--- config.mk ---
export PLATFORM = sky130hd
export DESIGN_NAME = pulse_dead_counter
export DESIGN_NICKNAME = d
export VERILOG_FILES = /design/src/rtl/pdc_pkg.sv /design/src/rtl/pdc_sync.sv /design/src/rtl/pdc_dead_timer.sv /design/src/rtl/pdc_sat_counter.sv /design/src/rtl/pulse_dead_counter.sv
export SDC_FILE = /design/constraint.sdc
export NUM_CORES = 1
export LEC_CHECK = 0
export ABC_AREA = 1
export BUFFER_PORTS_ARGS = -buffer_cell sky130_fd_sc_hd__buf_2
export CORE_MARGIN = 2
export CORE_UTILIZATION = 45
export DETAILED_ROUTE_END_ITERATION = 10
export HOLD_SLACK_MARGIN = 0.06
export SETUP_SLACK_MARGIN = 0.4
export SYNTH_ARGS = -nofsm -noshare
export SYNTH_HDL_FRONTEND = slang
export SYNTH_HIERARCHICAL = 1
export SYNTH_SLANG_ARGS = --single-unit
--- constraint.sdc ---
create_clock -name clk_i -period 2.5 [get_ports clk_i]
set_input_delay 0.125 -clock clk_i [delete_from_list [all_inputs] [get_ports clk_i]]
set_output_delay 0.125 -clock clk_i [all_outputs]
set_load 0.01 [all_outputs]
--- src/rtl/pdc_pkg.sv ---
package pdc_pkg;

  typedef enum logic {
    ARM_READY   = 1'b0,
    ARM_BLOCKED = 1'b1
  } arm_e;

endpackage

--- src/rtl/pdc_sync.sv ---
module pdc_sync #(
  parameter int   STAGES  = 2,
  parameter logic RST_VAL = 1'b1
) (
  input  logic clk_i,
  input  logic rst_ni,
  input  logic d_i,
  output logic q_o
);

  logic [STAGES-1:0] chain_q;

  generate
    for (genvar g = 0; g < STAGES; g++) begin : g_stage
      if (g == 0) begin : g_first
        always_ff @(posedge clk_i or negedge rst_ni) begin
          if (!rst_ni) chain_q[g] <= RST_VAL;
          else         chain_q[g] <= d_i;
        end
      end else begin : g_next
        always_ff @(posedge clk_i or negedge rst_ni) begin
          if (!rst_ni) chain_q[g] <= RST_VAL;
          else         chain_q[g] <= chain_q[g-1];
        end
      end
    end
  endgenerate

  assign q_o = chain_q[STAGES-1];

endmodule

--- src/rtl/pdc_dead_timer.sv ---
module pdc_dead_timer #(
  parameter int TW = 14
) (
  input  logic          clk_i,
  input  logic          rst_ni,
  input  logic          load_i,
  input  logic [TW-1:0] len_i,
  output logic          expire_o
);

  logic [TW-1:0] left_q;

  always_ff @(posedge clk_i or negedge rst_ni) begin
    if (!rst_ni)              left_q <= '0;
    else if (load_i)          left_q <= len_i;
    else if (left_q != '0)    left_q <= left_q - TW'(1);
  end

  assign expire_o = (left_q == TW'(1));


  load_idle_chk: assert property (@(posedge clk_i) disable iff (!rst_ni)
    load_i |-> left_q == '0);


  min_window_chk: assert property (@(posedge clk_i) disable iff (!rst_ni)
    load_i |=> left_q != '0);

endmodule

--- src/rtl/pdc_sat_counter.sv ---
module pdc_sat_counter #(
  parameter int W = 32
) (
  input  logic         clk_i,
  input  logic         rst_ni,
  input  logic         inc_i,
  output logic [W-1:0] cnt_o
);

  localparam logic [W-1:0] TOP = '1;

  logic [W-1:0] cnt_q;

  always_ff @(posedge clk_i or negedge rst_ni) begin
    if (!rst_ni)                  cnt_q <= '0;
    else if (inc_i && cnt_q != TOP) cnt_q <= cnt_q + W'(1);
  end

  assign cnt_o = cnt_q;


  step_one_chk: assert property (@(posedge clk_i) disable iff (!rst_ni)
    (inc_i && cnt_q != TOP) |=> cnt_q == $past(cnt_q) + W'(1));


  no_wrap_chk: assert property (@(posedge clk_i) disable iff (!rst_ni)
    cnt_q == TOP |=> cnt_q == TOP);

endmodule

--- src/rtl/pulse_dead_counter.sv ---
module pulse_dead_counter
  import pdc_pkg::*;
#(
  parameter int CYC_PER_US  = 50,
  parameter int DT_W        = 8,
  parameter int CNT_W       = 32,
  parameter int SYNC_STAGES = 2
) (
  input  logic             clk_i,
  input  logic             rst_ni,
  input  logic             comp_i,
  input  logic [DT_W-1:0]  dead_us_i,
  output logic             hold_o,
  output logic [CNT_W-1:0] count_o,
  output logic             busy_o,
  output logic             stretch_o
);

  localparam int TW = DT_W + $clog2(CYC_PER_US + 1);

  logic          lvl;
  logic          lvl_prev_q;
  logic          rise;
  logic          accept;
  logic          expire;
  logic [TW-1:0] win_len;
  arm_e          arm_q;
  logic          stretch_q;

  // Synchronizer resets high so a level already present at reset needs a fresh edge.
  pdc_sync #(.STAGES(SYNC_STAGES), .RST_VAL(1'b1)) u_sync (
    .clk_i  (clk_i),
    .rst_ni (rst_ni),
    .d_i    (comp_i),
    .q_o    (lvl)
  );

  always_ff @(posedge clk_i or negedge rst_ni) begin
    if (!rst_ni) lvl_prev_q <= 1'b1;
    else         lvl_prev_q <= lvl;
  end

  assign rise   = lvl & ~lvl_prev_q;
  assign accept = (arm_q == ARM_READY) && rise;

  always_comb begin
    if (dead_us_i == '0) win_len = TW'(1);
    else                 win_len = TW'(dead_us_i) * TW'(CYC_PER_US);
  end

  pdc_dead_timer #(.TW(TW)) u_timer (
    .clk_i    (clk_i),
    .rst_ni   (rst_ni),
    .load_i   (accept),
    .len_i    (win_len),
    .expire_o (expire)
  );

  always_ff @(posedge clk_i or negedge rst_ni) begin
    if (!rst_ni) begin
      arm_q <= ARM_READY;
    end else begin
      case (arm_q)
        ARM_READY:   if (accept) arm_q <= ARM_BLOCKED;
        ARM_BLOCKED: if (expire) arm_q <= ARM_READY;
        default:     arm_q <= ARM_READY;
      endcase
    end
  end

  always_ff @(posedge clk_i or negedge rst_ni) begin
    if (!rst_ni)                         stretch_q <= 1'b0;
    else if (arm_q == ARM_BLOCKED && expire) stretch_q <= lvl;
    else                                 stretch_q <= stretch_q & lvl;
  end

  pdc_sat_counter #(.W(CNT_W)) u_count (
    .clk_i  (clk_i),
    .rst_ni (rst_ni),
    .inc_i  (accept),
    .cnt_o  (count_o)
  );

  assign hold_o    = (arm_q == ARM_BLOCKED);
  assign busy_o    = (arm_q == ARM_BLOCKED);
  assign stretch_o = stretch_q;


  frozen_while_busy_chk: assert property (@(posedge clk_i) disable iff (!rst_ni)
    busy_o |=> $stable(count_o));


  hold_with_count_chk: assert property (@(posedge clk_i) disable iff (!rst_ni)
    $rose(hold_o) |-> (count_o != $past(count_o) || $past(count_o) == '1));


  stretch_at_rearm_chk: assert property (@(posedge clk_i) disable iff (!rst_ni)
    $rose(stretch_o) |-> $fell(busy_o));


  stretch_needs_level_chk: assert property (@(posedge clk_i) disable iff (!rst_ni)
    stretch_o |-> $past(lvl));

endmodule

; ---- After elaboration in Yosys (flattened, before gate mapping)
; Cells that the tools add are included.
[op_classes]
n_addsub = 2
multipliers = 1
n_eq_ne = 2
n_mux = 7
n_bitwise = 4
reduce_logical = 6
[ops]
columns = operator, count
row1 = 2-to-1 mux 14 bit, 3
row2 = adder 32 x 1 -> 32 bit (second input constant), 1
row3 = inequality test 32 bit (second input constant), 1
row4 = equality test 14 x 1 -> 1 bit (second input constant), 1
row5 = nonzero test 14 bit, 1
row6 = subtractor 14 x 1 -> 14 bit (second input constant), 1
row7 = multiplier 8 x 5 -> 13 bit (second input constant), 1
row8 = zero test 8 bit, 1
row9 = logical AND 1 bit, 3
row10 = 2-to-1 mux 1 bit, 3
row11 = bitwise AND 1 bit, 2
row12 = inverter 1 bit, 2
row13 = case mux 1 bit (2 select lines), 1
row14 = nonzero test 2 bit, 1
[word_totals]
register_bits = 51
input_bits = 11
output_inout_bits = 35
word_cells = 29

; ---- Depth between registers and ports, before layout
[depth]
ltp_word = 5
ltp_mapped = 17
ltp_nobuf = 17

; ---- By module
; The synthesis kept the hierarchy.
[by_module_without_submodules]
columns = mod, n_inst, cells_each, area_per_inst_um2, seq_area_each_um2
row1 = pdc_sat_counter, 1, 333, 2190.9, 800.8
row2 = pdc_dead_timer, 1, 154, 1001.0, 350.3
row3 = pulse_dead_counter, 1, 137, 979.7, 76.3
row4 = pdc_sync, 1, 2, 52.6, 52.6

; ---- Worst setup path before layout
; No wires, ideal clock.
[synth_path]
kind = input -> register
from = in dead_us_i[3]
to = reg u_timer.left_q[9]
setup_ps = 63
t_arrival_ps = 2323
required_ps = 2437
setup_slack_ps = 114
cell_stages = 15
n_path_buf = 0
path_cell_list = ha_1 ha_1 inv_1 fa_1 inv_1 ha_1 or2_4 and2_4 nand2_1 nand2_1 nor2_1 nor2_1 nor2_1 nand2_1 inv_1
[synth_between]
elab_chain_cells = 3
elab_cells_between_ends = 4
classes_between = mul: 1 / mux: 2 / reduce/logical: 1
[synth_lines]
columns = element, line_no
row1 = from (decl), pulse_dead_counter.sv:12  ; input logic [DT_W-1:0] dead_us_i,
row2 = multiplier 8 x 5 -> 13 bit / zero test 8 bit (equally long branches), "pulse_dead_counter.sv:48, pulse_dead_counter.sv:47"
row3 = 2-to-1 mux 14 bit (*), pulse_dead_counter.sv:47  ; if (dead_us_i == '0) win_len = TW'(1);
row4 = named net win_len[9], pulse_dead_counter.sv:26  ; logic [TW-1:0] win_len;
row5 = 2-to-1 mux 14 bit (*), pdc_dead_timer.sv:15  ; else if (load_i) left_q <= len_i;
row6 = to (signal assigned), pdc_dead_timer.sv:15
row7 = to (signal assigned), pdc_dead_timer.sv:16  ; else if (left_q != '0) left_q <= left_q - TW'(1);
row8 = to (decl), pdc_dead_timer.sv:11  ; logic [TW-1:0] left_q;
; The timed path passes the listed nets; every way through them passes the cells marked *.
; A chain may end at the register's enable or synchronous reset.

; ---- Worst setup path in the final report
[layout_path]
from = in dead_us_i[4]
to = reg u_timer.left_q[9]
; Same word-level chain as after synthesis.

==> flow_metrics.py <==
metrics = {
    "detailed_routing": {
        "wl_per_cell_um": 13.5,
        "drt-pass1-iter-count": 5,
        "drt_drc_violations_left": 0,
        "wirelength_um": 10700,
        "post_drt_via_cell_ratio": 5.05,
        "antenna_violating_nets_post_route": 0,
        "drt_iter0_drc": 182,
        "via_count": 3991,
    },
    "clock_network": {
        "h-tree-depth": 2,
        "tritoncts": "built",
        "max-clock-path-buffers": 2,
        "cts_buffers": 5,
        "clock_sinks": 51,
        "clk_root_buffer_cell": "sky130_fd_sc_hd__clkbuf_8",
        "clkTransAtPathRegs_ps": 110,
        "clk-insertion-delay-late_ps": 320,
    },
    "layout": {
        "antenna-diode-count": 0,
        "final_net_count": 728,
        "drive_gt1_frac": 0.216,
        "area_added_between_synthesis_and_finish_pct": 20.2,
    },
    "yosys": {
        "postSynth.asyncResetShare": 1.00,
        "syn_avg_cell_area_um2": 6.75,
        "top_count_cell_post_synth": "sky130_fd_sc_hd__nand2_1",
        "ys_seq_elements": 51,
        "share_of_synthesized_area_occupied_by_flip_flops_and_latches": 0.303,
        "yosys.area.top_type_share": 0.284,
        "synthDominantAreaCellType": "sky130_fd_sc_hd__dfrtp_1",
        "synth_commonest_cells": "sky130_fd_sc_hd__nand2_1, sky130_fd_sc_hd__nor2_1, sky130_fd_sc_hd__inv_1",
        "post_synth_inst_count": 626,
        "synth_edf_count": 0,
        "synth_ff_type": "sky130_fd_sc_hd__dfrtp_1",
        "synth_warnings": 6,
        "synth.area.top_cells": "sky130_fd_sc_hd__dfrtp_1, sky130_fd_sc_hd__nand2_1, sky130_fd_sc_hd__ha_1",
        "postSynthNetCount": 675,
        "synth.lib_cells_used.distinct": 39,
        "post_synth_instance_area_um2": 4220,
    },
    "worst_setup_path": {
        "setup.reg_to_reg.worst_slack_ps": 480,
        "rr_worst_depth": 9,
        "path_max_fanout": 4,
        "timing.critical_path.from_type": "input port",
        "critical_path_class": "input port to flop",
        "critPathLaunch": "dead_us_i[4]",
        "critical_path_required_ps": 2730,
        "crit_path_end": "u_timer/left_q[9]$_DFFE_PN0P_",
        "cp-end-kind": "flop",
        "reg2reg_from": "u_sync/q_o$_DFF_PN1_",
        "arrival_ps": 2310,
        "r2r_end": "u_count/cnt_o[27]$_DFFE_PN0P_",
    },
    "placed_design": {
        "place_hpwl_um": 8060,
        "place.port_buffers": 45,
        "gpl.final_weighted_congestion": 0.842,
    },
    "sta": {
        "final-max-slew-violation-count": 0,
        "final-hold-violation-count": 0,
        "fmax_mhz": 480,
        "setup_total_negative_slack_ps": 0,
        "worst_slew_pin_slew_ps": 622,
        "setup_repair_after_global_routing_missed_its_margin": "yes",
        "final.period_utilization": 0.833,
        "fin_worst_hold_slack_ps": 291,
        "clock-skew-final_ps": 16.2,
        "maxSlewHeadroom": 0.585,
        "setup_viols_final": 0,
        "finalWorstPathRequiredPeriod_ps": 2080,
    },
    "global_route": {
        "met3_global_route_usage": 0.0284,
        "grt_util_all_layers": 0.218,
        "grtUsageMet2": 0.335,
        "grt_most_used_layer": "met2",
        "overflow": 0,
        "grt_util_met1": 0.330,
        "wire_length_of_the_first_global_routing_pass_um": 17800,
        "via_count_of_the_first_global_routing_pass": 3734,
        "antenna_found_initial": 0,
        "maximum_number_of_pins_on_one_net_before_global_route_repair": 29,
    },
    "floorplan": {
        "start_util": 0.462,
        "die_x_um": 101,
        "floorplan.die.height_um": 101,
        "core_um2": 9150,
        "floorplan.rows": 35,
        "pin_count": 46,
        "die_area_um2": 10200,
    },
    "power": {
        "powerDensity_nw_per_um2": 503,
        "vdd_drop_max_v": 0.000242,
        "total_leakage_power_nw": 2.44,
    },
    "hold_path": {
        "hold_path.class": "input port to flop",
    },
    "job": {
        "drv_cap": 0,
    },
    "run_status": {
        "outcome": "finished clean",
    },
}
[registers in the layout, indices dropped and copies added (netlist names)]
name	cells
busy_o	1
lvl_prev_q	1
stretch_o	1
u_count/cnt_o	32
u_sync/chain_q	1
u_sync/q_o	1
u_timer/left_q	14
[routing by layer]
layer / wire [um] / vias to the layer above
met5: 0 / -
met4: 89 / 0
met3: 512 / 7
met2: 4680 / 83
met1: 5410 / 1842
li1: - / 2059
[placed cells by master, fill, tap and decap left out, types with 3 or more instances in the layout]
cell,instances
sky130_fd_sc_hd__nand4_1,10
sky130_fd_sc_hd__nor2_2,10
sky130_fd_sc_hd__buf_8,3
sky130_fd_sc_hd__ha_4,17
sky130_fd_sc_hd__buf_2,42
sky130_fd_sc_hd__a21oi_2,5
sky130_fd_sc_hd__dfrtp_1,48
sky130_fd_sc_hd__nand2_1,195
sky130_fd_sc_hd__nor2_1,88
sky130_fd_sc_hd__inv_2,6
sky130_fd_sc_hd__ha_1,18
sky130_fd_sc_hd__xnor2_1,7
sky130_fd_sc_hd__inv_1,75
sky130_fd_sc_hd__nor2_4,12
sky130_fd_sc_hd__nand3b_1,9
sky130_fd_sc_hd__nand2_2,16
sky130_fd_sc_hd__o21ai_1,4
sky130_fd_sc_hd__dfstp_2,3
sky130_fd_sc_hd__clkbuf_8,5
sky130_fd_sc_hd__o21ai_0,16
sky130_fd_sc_hd__nand3_1,42
sky130_fd_sc_hd__a21oi_1,9
sky130_fd_sc_hd__buf_4,6
sky130_fd_sc_hd__nand2_4,3
[metrics by stage]
stage | cells | instance area, um2 | power (mW) | util | worst slack [ps]
after floorplan | 626 | 4340 | 1.71 | - | 314
after global placement | 778 | 4660 | 1.90 | 0.509 | 22.3
after detailed placement | 778 | 4660 | 1.92 | 0.509 | -4.96
after CTS | 789 | 4870 | 2.51 | 0.532 | 351
after global routing | 791 | 5080 | 2.76 | 0.555 | 264
final | 791 | 5080 | 2.55 | 0.555 | 417
[critical path, cell delays in order]
cell,delay [ps]
sky130_fd_sc_hd__buf_8,100
sky130_fd_sc_hd__ha_4,240
sky130_fd_sc_hd__ha_4,250
sky130_fd_sc_hd__inv_2,30
sky130_fd_sc_hd__fa_1,510
sky130_fd_sc_hd__inv_2,50
sky130_fd_sc_hd__ha_4,240
sky130_fd_sc_hd__or2_4,250
sky130_fd_sc_hd__and2_4,150
sky130_fd_sc_hd__nor2_2,90
sky130_fd_sc_hd__nor2_1,50
sky130_fd_sc_hd__nor2_1,90
sky130_fd_sc_hd__nor2_1,50
sky130_fd_sc_hd__nand2_1,50
sky130_fd_sc_hd__inv_1,30
[cell families (layout without fill, tap and decap cells)]
group,after synthesis,count (layout),synth area share
buffers and inverters,93,147,0.0927
AND/OR/NAND/NOR,395,395,0.416
adder cells (fa/ha/maj),38,38,0.118
XOR/XNOR,9,9,0.0187
AO/OA/AOI/OAI,39,39,0.0492
multiplexers,1,1,0.00237
flip-flops,51,51,0.303
[worst min-delay path by stage]
stage / startpoint / to / slack, ps / cells after the start
2_1_floorplan: rst_ni / busy_o$_DFF_PN0_ / -170 / 0
3_3_place_gp: rst_ni / u_timer/left_q[11]$_DFFE_PN0P_ / 190 / 1
3_5_place_dp: rst_ni / u_timer/left_q[7]$_DFFE_PN0P_ / 190 / 1
4_1_cts: dead_us_i[1] / u_timer/left_q[2]$_DFFE_PN0P_ / 280 / 7
5_1_grt: dead_us_i[2] / u_timer/left_q[3]$_DFFE_PN0P_ / 320 / 5
6_report: dead_us_i[2] / u_timer/left_q[3]$_DFFE_PN0P_ / 290 / 5
[layout make-up]
cell class,count,area (um2)
timing repair buffer,54,332
fill,892,4070
clock buffer,5,68.8
inverter,84,337
timing repair inverter,1,7.51
tap,111,139
sequential,51,1280
multi-input combinational,482,2890
clock inverter,3,28.8
[power breakdown]
part / total, mW / internal, mW / switching [mW]
Sequential: 1.05 / 0.942 / 0.103
Combinational: 0.969 / 0.396 / 0.573
Clock: 0.539 / 0.209 / 0.330
[repair_timing]
action	in CTS	in global routing
buffers inserted	0	2
hold buffers	2	0
setup endpoints to repair	17	24
cloned	1	0
resized for setup	13	42
endpoints found under the hold margin	26	0
pin swaps	0	20
Note: power is estimated with default switching activity, not from simulation.
